--- config.mk ---
export PLATFORM = sky130hd
export DESIGN_NAME = ovf_irq_ctrl
export DESIGN_NICKNAME = d
export VERILOG_FILES = /design/src/rtl/ovf_irq_pkg.sv /design/src/rtl/ovf_irq_regif.sv /design/src/rtl/ovf_irq_mask.sv /design/src/rtl/ovf_irq_status.sv /design/src/rtl/ovf_irq_ctrl.sv
export SDC_FILE = /design/constraint.sdc
export NUM_CORES = 1
export LEC_CHECK = 0
export ABC_AREA = 1
export BUFFER_PORTS_ARGS = -buffer_cell sky130_fd_sc_hd__buf_2
export CAP_MARGIN = 20
export CORE_UTILIZATION = 35
export CTS_BUF_LIST = sky130_fd_sc_hd__clkbuf_2 sky130_fd_sc_hd__clkbuf_4 sky130_fd_sc_hd__clkbuf_8
export DETAILED_ROUTE_END_ITERATION = 6
export SYNTH_ARGS = -nofsm -noshare
export SYNTH_HDL_FRONTEND = slang
export SYNTH_SLANG_ARGS = --single-unit
--- constraint.sdc ---
create_clock -name clk -period 1.3 [get_ports clk]
set_input_delay 0.195 -clock clk [delete_from_list [all_inputs] [get_ports clk]]
set_output_delay 0.195 -clock clk [all_outputs]
set_load 0.05 [all_outputs]
--- src/rtl/ovf_irq_pkg.sv ---
`timescale 1ns/1ps
package ovf_irq_pkg;

   // Word index of each register (byte offset = index * 4)
   localparam int unsigned IDX_EN_SET  = 0;
   localparam int unsigned IDX_EN_CLR  = 1;
   localparam int unsigned IDX_EN_STAT = 2;
   localparam int unsigned IDX_STATUS  = 3;
   localparam int unsigned IDX_ST_CLR  = 4;

   typedef enum logic [2:0] {
      RSEL_NONE    = 3'd0,
      RSEL_EN_SET  = 3'd1,
      RSEL_EN_CLR  = 3'd2,
      RSEL_EN_STAT = 3'd3,
      RSEL_STATUS  = 3'd4,
      RSEL_ST_CLR  = 3'd5
   } reg_sel_e;

endpackage

--- src/rtl/ovf_irq_regif.sv ---
`timescale 1ns/1ps
module ovf_irq_regif
   import ovf_irq_pkg::*;
#(
   parameter int unsigned NSRC   = 24,
   parameter int unsigned DATA_W = 32,
   parameter int unsigned ADDR_W = 8
) (
   input  logic              wr_en_i,
   input  logic [ADDR_W-1:0] addr_i,
   input  logic [DATA_W-1:0] wdata_i,
   input  logic [NSRC-1:0]   mask_i,
   input  logic [NSRC-1:0]   status_i,
   output logic [NSRC-1:0]   en_set_o,
   output logic [NSRC-1:0]   en_clr_o,
   output logic [NSRC-1:0]   st_clr_o,
   output logic [DATA_W-1:0] rdata_o
);

   localparam int unsigned IDX_W = ADDR_W - 2;

   localparam logic [IDX_W-1:0] A_EN_SET  = IDX_W'(IDX_EN_SET);
   localparam logic [IDX_W-1:0] A_EN_CLR  = IDX_W'(IDX_EN_CLR);
   localparam logic [IDX_W-1:0] A_EN_STAT = IDX_W'(IDX_EN_STAT);
   localparam logic [IDX_W-1:0] A_STATUS  = IDX_W'(IDX_STATUS);
   localparam logic [IDX_W-1:0] A_ST_CLR  = IDX_W'(IDX_ST_CLR);

   logic [IDX_W-1:0] idx;
   logic             aligned;
   reg_sel_e         sel;
   logic [NSRC-1:0]  wbits;

   assign idx     = addr_i[ADDR_W-1:2];
   assign aligned = (addr_i[1:0] == 2'b00);
   assign wbits   = wdata_i[NSRC-1:0];

   generate
      if (DATA_W > NSRC) begin : g_wide
         logic unused_wdata_hi;
         assign unused_wdata_hi = ^wdata_i[DATA_W-1:NSRC];
      end
   endgenerate

   always_comb begin
      sel = RSEL_NONE;
      if (aligned) begin
         case (idx)
            A_EN_SET:  sel = RSEL_EN_SET;
            A_EN_CLR:  sel = RSEL_EN_CLR;
            A_EN_STAT: sel = RSEL_EN_STAT;
            A_STATUS:  sel = RSEL_STATUS;
            A_ST_CLR:  sel = RSEL_ST_CLR;
            default:   sel = RSEL_NONE;
         endcase
      end
   end

   always_comb begin
      en_set_o = '0;
      en_clr_o = '0;
      st_clr_o = '0;
      if (wr_en_i) begin
         unique case (sel)
            RSEL_EN_SET: en_set_o = wbits;
            RSEL_EN_CLR: en_clr_o = wbits;
            RSEL_ST_CLR: st_clr_o = wbits;
            default: ;
         endcase
      end
   end

   always_comb begin
      rdata_o = '0;
      unique case (sel)
         RSEL_EN_STAT: rdata_o[NSRC-1:0] = mask_i;
         RSEL_STATUS:  rdata_o[NSRC-1:0] = status_i;
         default: ;
      endcase
   end

endmodule

--- src/rtl/ovf_irq_mask.sv ---
`timescale 1ns/1ps
module ovf_irq_mask #(
   parameter int unsigned NSRC = 24
) (
   input  logic            clk,
   input  logic            rst_n,
   input  logic [NSRC-1:0] set_i,
   input  logic [NSRC-1:0] clr_i,
   output logic [NSRC-1:0] mask_o
);

   generate
      for (genvar b = 0; b < NSRC; b++) begin : g_bit
         always_ff @(posedge clk or negedge rst_n) begin
            if (!rst_n)
               mask_o[b] <= 1'b0;
            else if (clr_i[b])
               mask_o[b] <= 1'b0;
            else if (set_i[b])
               mask_o[b] <= 1'b1;
         end
      end
   endgenerate

endmodule

--- src/rtl/ovf_irq_status.sv ---
`timescale 1ns/1ps
module ovf_irq_status #(
   parameter int unsigned NSRC = 24
) (
   input  logic            clk,
   input  logic            rst_n,
   input  logic [NSRC-1:0] pulse_i,
   input  logic [NSRC-1:0] clr_i,
   output logic [NSRC-1:0] status_o
);

   generate
      for (genvar b = 0; b < NSRC; b++) begin : g_bit
         // a fresh event outranks the acknowledge in the same cycle
         always_ff @(posedge clk or negedge rst_n) begin
            if (!rst_n)
               status_o[b] <= 1'b0;
            else if (pulse_i[b])
               status_o[b] <= 1'b1;
            else if (clr_i[b])
               status_o[b] <= 1'b0;
         end
      end
   endgenerate

endmodule

--- src/rtl/ovf_irq_ctrl.sv ---
`timescale 1ns/1ps
module ovf_irq_ctrl
   import ovf_irq_pkg::*;
#(
   parameter int unsigned NUM_COMMON = 16,
   parameter int unsigned NUM_BW     = 8,
   parameter int unsigned DATA_W     = 32,
   parameter int unsigned ADDR_W     = 8,
   parameter bit          IRQ_REG    = 1'b0
) (
   input  logic                  clk,
   input  logic                  rst_n,
   input  logic [NUM_COMMON-1:0] ovf_common_i,
   input  logic [NUM_BW-1:0]     ovf_bw_i,
   input  logic                  reg_wr_en_i,
   input  logic [ADDR_W-1:0]     reg_addr_i,
   input  logic [DATA_W-1:0]     reg_wdata_i,
   output logic [DATA_W-1:0]     reg_rdata_o,
   output logic                  irq_o
);

   localparam int unsigned NSRC = NUM_COMMON + NUM_BW;

   generate
      if (NUM_COMMON < 1 || NUM_BW < 1) begin : g_bad_groups
         $error("ovf_irq_ctrl: both counter groups need at least one source");
      end
      if (NSRC > DATA_W) begin : g_bad_width
         $error("ovf_irq_ctrl: sources do not fit in the data word");
      end
      if (ADDR_W < 5) begin : g_bad_addr
         $error("ovf_irq_ctrl: address too narrow for five registers");
      end
   endgenerate

   logic [NSRC-1:0] src_pulse;
   logic [NSRC-1:0] en_set;
   logic [NSRC-1:0] en_clr;
   logic [NSRC-1:0] st_clr;
   logic [NSRC-1:0] mask_q;
   logic [NSRC-1:0] status_q;
   logic            irq_any;

   // bandwidth group in the low field, general-purpose group above it
   assign src_pulse = {ovf_common_i, ovf_bw_i};

   ovf_irq_regif #(
      .NSRC   (NSRC),
      .DATA_W (DATA_W),
      .ADDR_W (ADDR_W)
   ) regif_i (
      .wr_en_i  (reg_wr_en_i),
      .addr_i   (reg_addr_i),
      .wdata_i  (reg_wdata_i),
      .mask_i   (mask_q),
      .status_i (status_q),
      .en_set_o (en_set),
      .en_clr_o (en_clr),
      .st_clr_o (st_clr),
      .rdata_o  (reg_rdata_o)
   );

   ovf_irq_mask #(
      .NSRC (NSRC)
   ) mask_i (
      .clk    (clk),
      .rst_n  (rst_n),
      .set_i  (en_set),
      .clr_i  (en_clr),
      .mask_o (mask_q)
   );

   ovf_irq_status #(
      .NSRC (NSRC)
   ) status_i (
      .clk      (clk),
      .rst_n    (rst_n),
      .pulse_i  (src_pulse),
      .clr_i    (st_clr),
      .status_o (status_q)
   );

   assign irq_any = |(status_q & mask_q);

   generate
      if (IRQ_REG) begin : g_irq_flop
         logic irq_q;
         always_ff @(posedge clk or negedge rst_n) begin
            if (!rst_n) irq_q <= 1'b0;
            else        irq_q <= irq_any;
         end
         assign irq_o = irq_q;
      end else begin : g_irq_comb
         assign irq_o = irq_any;
      end
   endgenerate

endmodule

==> flow_metrics.env, run 1 <==
export IMPL_clockBufferDepth=2
export IMPL_worstSetupPathType="reg2out"
export IMPL_cts_buffers=5
export IMPL_ff2ff_setup_slack_ns=0.43
export IMPL_ys_warn_count=0
export IMPL_fin_crit_sh_pct=128.0
export IMPL_grt_pass1_vias=3193
export IMPL_holdCritPathClass="in2reg"
export IMPL_synth_seq_area_share_pct=39.44
export IMPL_wl_per_cell_um=13.57
export IMPL_ys_flop_type="dfrtp_1"
export IMPL_grt_start_max_net_pins=39
export IMPL_yosysUniqueCellTypes=24
export IMPL_vdd_drop_max_uv=337.2
export IMPL_rsz0062_at_grt="yes"
export IMPL_antenna_found_initial=0
export IMPL_fin_nets=664
export IMPL_clkSinkCount=48
export IMPL_finalCriticalPeriod_ns=1.663
export IMPL_critPathArrivalTime_ns=1.47
export IMPL_gr_total_overflow=0
export IMPL_die_h_um=95.28
export IMPL_synth_edf_count=0
export IMPL_maxCapViolCount=0
export IMPL_drtIter0Drc=125
export IMPL_io_pins=100
export IMPL_start_kind="register"
export IMPL_place_port_buffers=83
export IMPL_drt_wl_total_um=9542
export IMPL_syn_inst=435
export IMPL_dp_slack_ns=-0.3776
export IMPL_max_clock_freq_ghz=0.6012
export IMPL_track_usage_pct=22.61
export IMPL_status="finished, violations left"
export IMPL_ant_nets=0
export IMPL_violations="setup timing"
export IMPL_crit_required_ns=1.11
export IMPL_worstSkewPairLatency_ns=0.31
export IMPL_critical_path_max_fanout=2
export IMPL_drive_gt1_share_pct=46.15
export IMPL_diodes=0
export IMPL_place_hpwl_um=6483
export IMPL_hp_start="ovf_common_i[2]"
export IMPL_cts_tree="yes"
export IMPL_r2r_start="status_i.status_o[0]"
export IMPL_async_reset_ff_share_pct=100.0
export IMPL_cellPowerDensity_nw_per_um2=604.0
export IMPL_first_pass_iters=4
export IMPL_h_tree_depth=2
export IMPL_die_area_um2=9078
export IMPL_final_area_um2=5074
export IMPL_rows=33
export IMPL_hold_viol_final=0
export IMPL_syn2layout_area_growth_pct=66.60
export IMPL_synth_avg_cell_area_um2=7.001
export IMPL_syn_area_um2=3045
export IMPL_setup_violations=25
export IMPL_fin_ws_ns=-0.3634
export IMPL_hold_depth=3
export IMPL_via_count=3242
export IMPL_cp_end_kind="output port"
export IMPL_rr_endpoint="status_i.status_o[0]"
export IMPL_reg2reg_depth=4
export IMPL_synth_seq_cells=48
export IMPL_leakage_nw=2.822
export IMPL_clkTransAtPathRegs_ns=0.10
export IMPL_drc=0
export IMPL_start_util_pct=36.70
export IMPL_final_max_slew_viol_count=0
export IMPL_grt_pass1_wl_um=15370
export IMPL_vias_per_cell=4.612
export IMPL_fillCellCount=735
export IMPL_clockRootBuffer="clkbuf_8"
export IMPL_globalplace_congestion=0.8298
export IMPL_fp_dieW_um=95.28
export IMPL_core_area_um2=8299
export IMPL_whs_endpoint="status_i.status_o[10]"
export IMPL_dpl_cell_area_um2=4312
export IMPL_fin_skew_ns=0
-- layout make-up --
type | count | area [µm²] | area share, %
clock buffer | 5 | 68.82 | 1.356
inverter | 124 | 465.4 | 9.174
sequential | 48 | 1201 | 23.67
tap | 105 | 131.4 | 2.589
multi-input combinational | 247 | 1730 | 34.11
timing repair buffer | 171 | 1458 | 28.73
clock inverter | 3 | 18.77 | 0.3699
-- state kept, by name, summed over array words and instances, names as in the netlist --
name               flops
status_i.status_o     24
mask_i.mask_o         24
-- stage by stage --
step                      std cells  TNS, ns  util [%]  power (W)  hold slack [ns]
after floorplan                 442   -6.135         -   0.001851          -0.1006
after global placement          677   -12.11     51.95   0.002089          0.09207
after detailed placement        677   -14.97     51.95   0.002098          0.09370
after CTS                       702   -5.988     60.17   0.003069          0.05438
after global routing            703   -8.913     61.13   0.003195          0.05592
final                           703   -6.974     61.13   0.003064          0.05877
-- synth_stat cells, types with 3 or more instances --
cell type	n	share of area, %
a21oi_1	4	0.66
buf_2	3	0.49
buf_4	8	2.0
buf_6	4	1.5
clkbuf_1	8	0.99
dfrtp_1	48	39
inv_1	124	15
nand2_1	104	13
nand2_2	4	0.82
nand3_1	4	0.66
nand4_1	6	1.2
nor2_1	12	1.5
nor2_2	3	0.62
nor3_1	21	3.5
o21ai_0	26	4.3
o21ai_1	14	2.3
o21ai_2	28	8.1
o22ai_1	8	1.6
-- kinds of logic after synthesis --
kind of cell	synth area share, %
AOI/OAI and AO/OA	17.50
buffers and inverters	20.21
DFF	39.44
other	0.1231
and+or+nand+nor	22.72
-- per-layer routing --
layer / vias to the layer above / wire length [µm] / GRT usage (%)
li1: 1626 / - / -
met1: 1513 / 4021 / 27.89
met2: 84 / 4934 / 39.76
met3: 19 / 359 / 3.270
met4: 0 / 226 / 8.333
met5: - / 0 / 0
-- what timing repair did --
item                                    4_1_cts  5_1_grt
endpoints found under the hold margin        10        0
buffers inserted                             11        3
endpoints found under the setup margin       25       27
hold buffers                                  1        0
pin swaps                                     8       10
cloned                                        5        0
resized for setup                           107       32
-- layout by cell type, fill, tap and decap left out, types with 8 or more instances in the layout --
cell type,netlist,layout
buf_4,8,72
nor3_1,21,21
dfrtp_1,48,48
o21ai_4,0,23
conb_1,1,8
inv_1,124,118
nand2_1,104,79
nor2_1,12,9
o21ai_2,28,29
buf_6,4,31
buf_12,0,9
nand2_4,0,22
buf_2,3,53
o21ai_1,14,15
-- worst max-delay path by stage --
stage	from	to	slack (ns)	depth (start not counted)
after global placement	reg_addr_i[1]	reg_rdata_o[2]	-0.31	8
after CTS	mask_i.mask_o[0]	irq_o	-0.36	7
after floorplan	reg_addr_i[7]	reg_rdata_o[10]	-0.29	6
after global routing	mask_i.mask_o[0]	irq_o	-0.43	7
after detailed placement	reg_addr_i[1]	reg_rdata_o[12]	-0.38	8
final	mask_i.mask_o[22]	irq_o	-0.36	7
-- power breakdown --
part | switching, W | leakage, nW | internal [W]
combinational | 0.000335 | 2.35 | 0.000235
clock | 0.000548 | 0.0479 | 0.000377
sequential | 0.0000360 | 0.428 | 0.00153
-- critical path, cell delays in order (launching register included) --
cell,delay [ns]
dfrtp_1,0.40
inv_1,0.09
o22ai_1,0.09
nor2_2,0.13
nand2_1,0.09
nor2_1,0.11
nand2_1,0.08
buf_6,0.16
No activity file was read; power rests on OpenSTA's default activity.
==> run 2, diff against run 1 <==
--- a/config.mk
+++ b/config.mk
@@ -11,6 +11,7 @@
 export CORE_UTILIZATION = 35
 export CTS_BUF_LIST = sky130_fd_sc_hd__clkbuf_2 sky130_fd_sc_hd__clkbuf_4 sky130_fd_sc_hd__clkbuf_8
 export DETAILED_ROUTE_END_ITERATION = 6
+export HOLD_SLACK_MARGIN = 0.15
 export SYNTH_ARGS = -nofsm -noshare
 export SYNTH_HDL_FRONTEND = slang
 export SYNTH_SLANG_ARGS = --single-unit
==> constraint.sdc (replaced) <==
create_clock -name clk -period 1.3 [get_ports clk]
set_input_delay 0.13 -clock clk [delete_from_list [all_inputs] [get_ports clk]]
set_output_delay 0.13 -clock clk [all_outputs]
set_load 0.05 [all_outputs]
==> flow_metrics.env, run 2 (same netlist as run 1, synthesis figures left out) <==
export IMPL_status="finished, violations left"
export IMPL_violations="setup timing"
export IMPL_antenna_found_initial=0
export IMPL_final_common_cell="inv_1"
export IMPL_setup_violations=25
export IMPL_ant_nets=0
export IMPL_fin_skew_ns=0
export IMPL_max_clock_freq_ghz=0.6159
export IMPL_diodes=0
export IMPL_critical_path_max_fanout=2
export IMPL_start_util_pct=36.70
export IMPL_reg2reg_depth=3
export IMPL_dp_slack_ns=-0.2842
export IMPL_h_tree_depth=2
export IMPL_fin_nets=700
export IMPL_drc=0
export IMPL_rr_endpoint="mask_i.mask_o[3]"
export IMPL_layout_common_cells="112 x inv_1, 79 x nand2_1, 61 x buf_4, 53 x buf_2, 48 x dfrtp_1"
export IMPL_vdd_drop_max_uv=408.6
export IMPL_grt_pass1_vias=3426
export IMPL_cp_end_kind="output port"
export IMPL_worst_pin_slew_ns=0.7230
export IMPL_dpl_cell_area_um2=4264
export IMPL_track_usage_pct=22.60
export IMPL_cellPowerDensity_nw_per_um2=565.7
export IMPL_grt_start_max_net_pins=49
export IMPL_fp_dieW_um=95.28
export IMPL_fin_tns_setup_ns=-4.901
export IMPL_cts_buffers=5
export IMPL_clkSinkCount=48
export IMPL_leakage_nw=2.983
export IMPL_place_hpwl_um=6050
export IMPL_cts_tree="yes"
export IMPL_finalCriticalPeriod_ns=1.624
export IMPL_seqPwrFrac_pct=50.9
export IMPL_r2r_start="mask_i.mask_o[3]"
export IMPL_hold_viol_final=0
export IMPL_wl_per_cell_um=12.90
export IMPL_place_port_buffers=83
export IMPL_vias_per_cell=4.558
export IMPL_slew_headroom_pct=51.75
export IMPL_final_area_um2=5446
export IMPL_fin_util_pct=65.63
export IMPL_clockBufferDepth=2
export IMPL_power_frac_clock_pct=28.6
export IMPL_holdCritPathClass="in2reg"
export IMPL_startpoint="mask_i.mask_o[21]"
export IMPL_crit_required_ns=1.17
export IMPL_clockRootBuffer="clkbuf_8"
export IMPL_holdWs_ns=0.1490
export IMPL_power_switching_w=0.0008899
export IMPL_io_pins=100
export IMPL_critPathCapture="irq_o"
export IMPL_worstSkewPairLatency_ns=0.31
export IMPL_maxCapViolCount=0
export IMPL_final_max_slew_viol_count=0
export IMPL_fillCellCount=692
export IMPL_drive_gt1_share_pct=44.71
export IMPL_swShare_pct=28.88
export IMPL_grt_pass1_wl_um=15560
export IMPL_multi_input_comb_area_um2=1713
export IMPL_fin_ws_ns=-0.3236
export IMPL_internal_power_w=0.002191
export IMPL_hold_depth=4
export IMPL_globalplace_congestion=0.7889
export IMPL_die_area_um2=9078
export IMPL_syn2layout_area_growth_pct=78.84
export IMPL_rsz0062_at_grt="yes"
export IMPL_top_regs="mask_i.mask_o: 24 flops, status_i.status_o: 24 flops"
export IMPL_worstSetupPathType="reg2out"
export IMPL_via_count=3364
export IMPL_rows=33
export IMPL_die_h_um=95.28
export IMPL_drtIter0Drc=115
export IMPL_drt_wl_total_um=9519
export IMPL_critPathArrivalTime_ns=1.49
export IMPL_clkTransAtPathRegs_ns=0.09
export IMPL_first_pass_iters=4
export IMPL_fin_crit_sh_pct=124.9
export IMPL_combPwrFrac_pct=20.5
export IMPL_ff2ff_setup_slack_ns=0.52
export IMPL_gr_total_overflow=0
export IMPL_core_area_um2=8299
export IMPL_start_kind="register"
export IMPL_seq_area_um2=1201
run 2: power groups by stage:
stage | registers, W | logic [W] | clock network, W
finish | 0.00157 | 0.000632 | 0.000882
global route | 0.00157 | 0.000695 | 0.000968
CTS | 0.00157 | 0.000621 | 0.000920
detailed placement | 0.00158 | 0.000492 | 0
global placement | 0.00158 | 0.000486 | 0
floorplan | 0.00158 | 0.000270 | 0
run 2: worst min path at each step:
stage / startpoint / to / slack (ns)
after floorplan: rst_n / mask_i.mask_o[0] / -0.17
after CTS: reg_wdata_i[15] / mask_i.mask_o[15] / 0.15
final: reg_wdata_i[13] / mask_i.mask_o[13] / 0.15
after global placement: rst_n / status_i.status_o[7] / 0.14
after global routing: reg_wdata_i[15] / mask_i.mask_o[15] / 0.15
after detailed placement: rst_n / status_i.status_o[7] / 0.14
run 2: what timing repair did:
item / 4_1_cts / 5_1_grt
hold buffers: 37 / 0
cloned: 4 / 0
endpoints found under the setup margin: 25 / 25
endpoints found under the hold margin: 82 / 0
pin swaps: 11 / 9
buffers inserted: 22 / 4
gates resized for setup: 121 / 28
run 2: metal layers:
layer | track usage [%] | vias to the layer above | routed length, µm
met5 | 0 | - | 0
met4 | 8.838 | 0 | 206
met3 | 2.632 | 22 | 319
met2 | 40.24 | 81 | 4963
met1 | 27.64 | 1566 | 4030
li1 | - | 1695 | -
run 2: critical path, cell delays in order (launching register included):
cell and delay [ns]:
dfrtp_1 0.41, inv_2 0.07, o22ai_2 0.07, nor2_2 0.16, nand2_2 0.08, nor2_1 0.13, nand2_1 0.09, buf_6 0.16
run 2: final cells by class:
cell class | instances | share of cell area [%]
well taps | 105 | 2.412
inverters | 124 | 8.546
clock buffers | 5 | 1.263
flip-flops and latches | 48 | 22.05
repair buffers | 207 | 34.05
clock inverters | 2 | 0.2297
multi-input cells | 247 | 31.45
run 2: through the flow:
stage	cells	power, W
floorplan	442	0.001851
global placement	669	0.002069
detailed placement	669	0.002076
CTS	738	0.003108
global route	738	0.003235
finish	738	0.003081
==> run 3, diff against run 2 <==
--- a/config.mk
+++ b/config.mk
@@ -8,8 +8,8 @@
 export ABC_AREA = 1
 export BUFFER_PORTS_ARGS = -buffer_cell sky130_fd_sc_hd__buf_2
 export CAP_MARGIN = 20
+export CORE_MARGIN = 5
 export CORE_UTILIZATION = 35
-export CTS_BUF_LIST = sky130_fd_sc_hd__clkbuf_2 sky130_fd_sc_hd__clkbuf_4 sky130_fd_sc_hd__clkbuf_8
 export DETAILED_ROUTE_END_ITERATION = 6
 export HOLD_SLACK_MARGIN = 0.15
 export SYNTH_ARGS = -nofsm -noshare
==> flow_metrics.env, run 3 (same netlist as run 1, synthesis figures left out) <==
export IMPL_ant_nets=0
export IMPL_grt_pass1_vias=3548
export IMPL_critical_path_max_fanout=2
export IMPL_core_area_um2=8593
export IMPL_place_hpwl_um=6445
export IMPL_worstSkewPairLatency_ns=0.30
export IMPL_grt_start_max_net_pins=49
export IMPL_worst_pin_slew_ns=0.7352
export IMPL_start_kind="register"
export IMPL_drive_gt1_share_pct=43.94
export IMPL_met1_usage_pct=23.05
export IMPL_hold_viol_final=0
export IMPL_fin_nets=701
export IMPL_antenna_found_initial=0
export IMPL_violations="setup timing"
export IMPL_crit_slowest_cell="dfrtp_1"
export IMPL_top_regs="mask_i.mask_o: 24 flops, status_i.status_o: 24 flops"
export IMPL_die_h_um=103.3
export IMPL_slew_headroom_pct=50.93
export IMPL_first_pass_iters=4
export IMPL_fin_ws_ns=-0.2888
export IMPL_diodes=0
export IMPL_cts_buffers=5
export IMPL_holdCritPathClass="in2reg"
export IMPL_cp_end_kind="output port"
export IMPL_gr_usage_met3_pct=2.347
export IMPL_place_port_buffers=83
export IMPL_vias_per_cell=4.549
export IMPL_met2_usage_pct=36.80
export IMPL_vdd_drop_max_uv=395.3
export IMPL_via_count=3380
export IMPL_setup_violations=25
export IMPL_cts_tree="yes"
export IMPL_dp_slack_ns=-0.2152
export IMPL_globalplace_congestion=0.8146
export IMPL_crit_buf_inv=2
export IMPL_rows=34
export IMPL_worstSetupPathType="reg2out"
export IMPL_post_layout_nonfiller_instances=743
export IMPL_fin_skew_ns=0
export IMPL_status="finished, violations left"
export IMPL_dp_cells=673
export IMPL_crit_required_ns=1.17
export IMPL_io_pins=100
export IMPL_final_max_slew_viol_count=0
export IMPL_critPathArrivalTime_ns=1.46
export IMPL_cp_cell_sequence="inv_1, o22ai_1, nor2_2, nand2_1, nor2_1, nand2_1, buf_6"
export IMPL_fin_crit_sh_pct=122.2
export IMPL_syn2layout_area_growth_pct=78.96
export IMPL_clkTransAtPathRegs_ns=0.09
export IMPL_cellPowerDensity_nw_per_um2=605.6
export IMPL_drtIter0Drc=114
export IMPL_fillCellCount=737
export IMPL_cp_top_family="simple AND/OR/NAND/NOR gates"
export IMPL_clockRootBuffer="clkbuf_8"
export IMPL_drt_wl_total_um=10050
export IMPL_top_usage_layer="met2"
export IMPL_maxCapViolCount=0
export IMPL_fp_dieW_um=103.3
export IMPL_start_util_pct=35.44
export IMPL_gr_total_overflow=0
export IMPL_drc=0
export IMPL_layout_common_cells="115 x inv_1, 82 x nand2_1, 72 x buf_4, 53 x buf_2, 48 x dfrtp_1"
export IMPL_grt_pass1_wl_um=16260
export IMPL_critPathMaxStageDelay_ns=0.39
export IMPL_die_area_um2=10670
export IMPL_clkSinkCount=48
export IMPL_multi_input_comb_area_um2=1685
export IMPL_max_clock_freq_ghz=0.6294
export IMPL_rsz0062_at_grt="yes"
export IMPL_final_common_cell="inv_1"
export IMPL_seq_area_um2=1201
export IMPL_track_usage_pct=19.49
export IMPL_h_tree_depth=2
export IMPL_wl_per_cell_um=13.53
export IMPL_leakage_nw=2.974
export IMPL_cp_common_cell="nand2_1"
export IMPL_clockBufferDepth=2
export IMPL_finalCriticalPeriod_ns=1.589
==> run 3: routing by layer <==
metal / wire (µm) / up-vias
met1: 4053 / 1571
met4: 223 / 0
li1: - / 1703
met3: 492 / 19
met5: 0 / -
met2: 5283 / 87
==> run 3: tightest hold or removal path, stage by stage <==
cell and delay, ns:
buf_2 0.10, nand2_1 0.09, o21ai_2 0.06, nand2_1 0.04
==> run 3: metrics by stage <==
step,total power (W),utilization [%],hold WS (ns),TNS (ns),instance area [µm²]
detailed placement,0.002085,49.61,0.1396,-8.020,4263
floorplan,0.001851,-,-0.1656,-3.015,3347
global placement,0.002077,49.61,0.1384,-7.446,4263
finish,0.003301,63.42,0.1548,-3.699,5450
global route,0.003458,63.42,0.1700,-5.068,5450
CTS,0.003311,62.23,0.1506,-3.382,5348
==> run 3: final timing paths <==
kind	from	to	slack [ns]	cells past startpoint
worst max-delay path	status_i.status_o[21]	irq_o	-0.29	7
worst min-delay path	reg_wdata_i[14]	status_i.status_o[14]	0.15	4
worst max register to register	mask_i.mask_o[22]	mask_i.mask_o[22]	0.45	4
worst min register to register	status_i.status_o[6]	status_i.status_o[6]	0.49	2
max in group asynchronous	rst_n	mask_i.mask_o[3]	0.73	3
min in group asynchronous	rst_n	status_i.status_o[4]	0.34	3
==> run 3: final cells by class <==
class | instances | area share (%)
clock buffers | 6 | 1.331
multi-input cells | 247 | 30.92
repair buffers | 208 | 34.04
inverters | 124 | 8.540
clock inverters | 2 | 0.6428
well taps | 108 | 2.479
flip-flops and latches | 48 | 22.04
==> run 3: repair_timing <==
item                                    4_1_cts  5_1_grt
endpoints found under the hold margin        81        0
cloned                                        5        1
resized for setup                           101       31
pin swaps                                     7       11
hold buffers                                 34        0
setup buffers                                18       10
endpoints found under the setup margin       25       26
==> run 3: power breakdown <==
group	switching [W]	internal [W]	leakage, nW
clock network	0.000517	0.000572	0.0552
logic	0.000347	0.000299	2.49
registers	0.0000325	0.00153	0.428
total	0.000896	0.00240	2.97
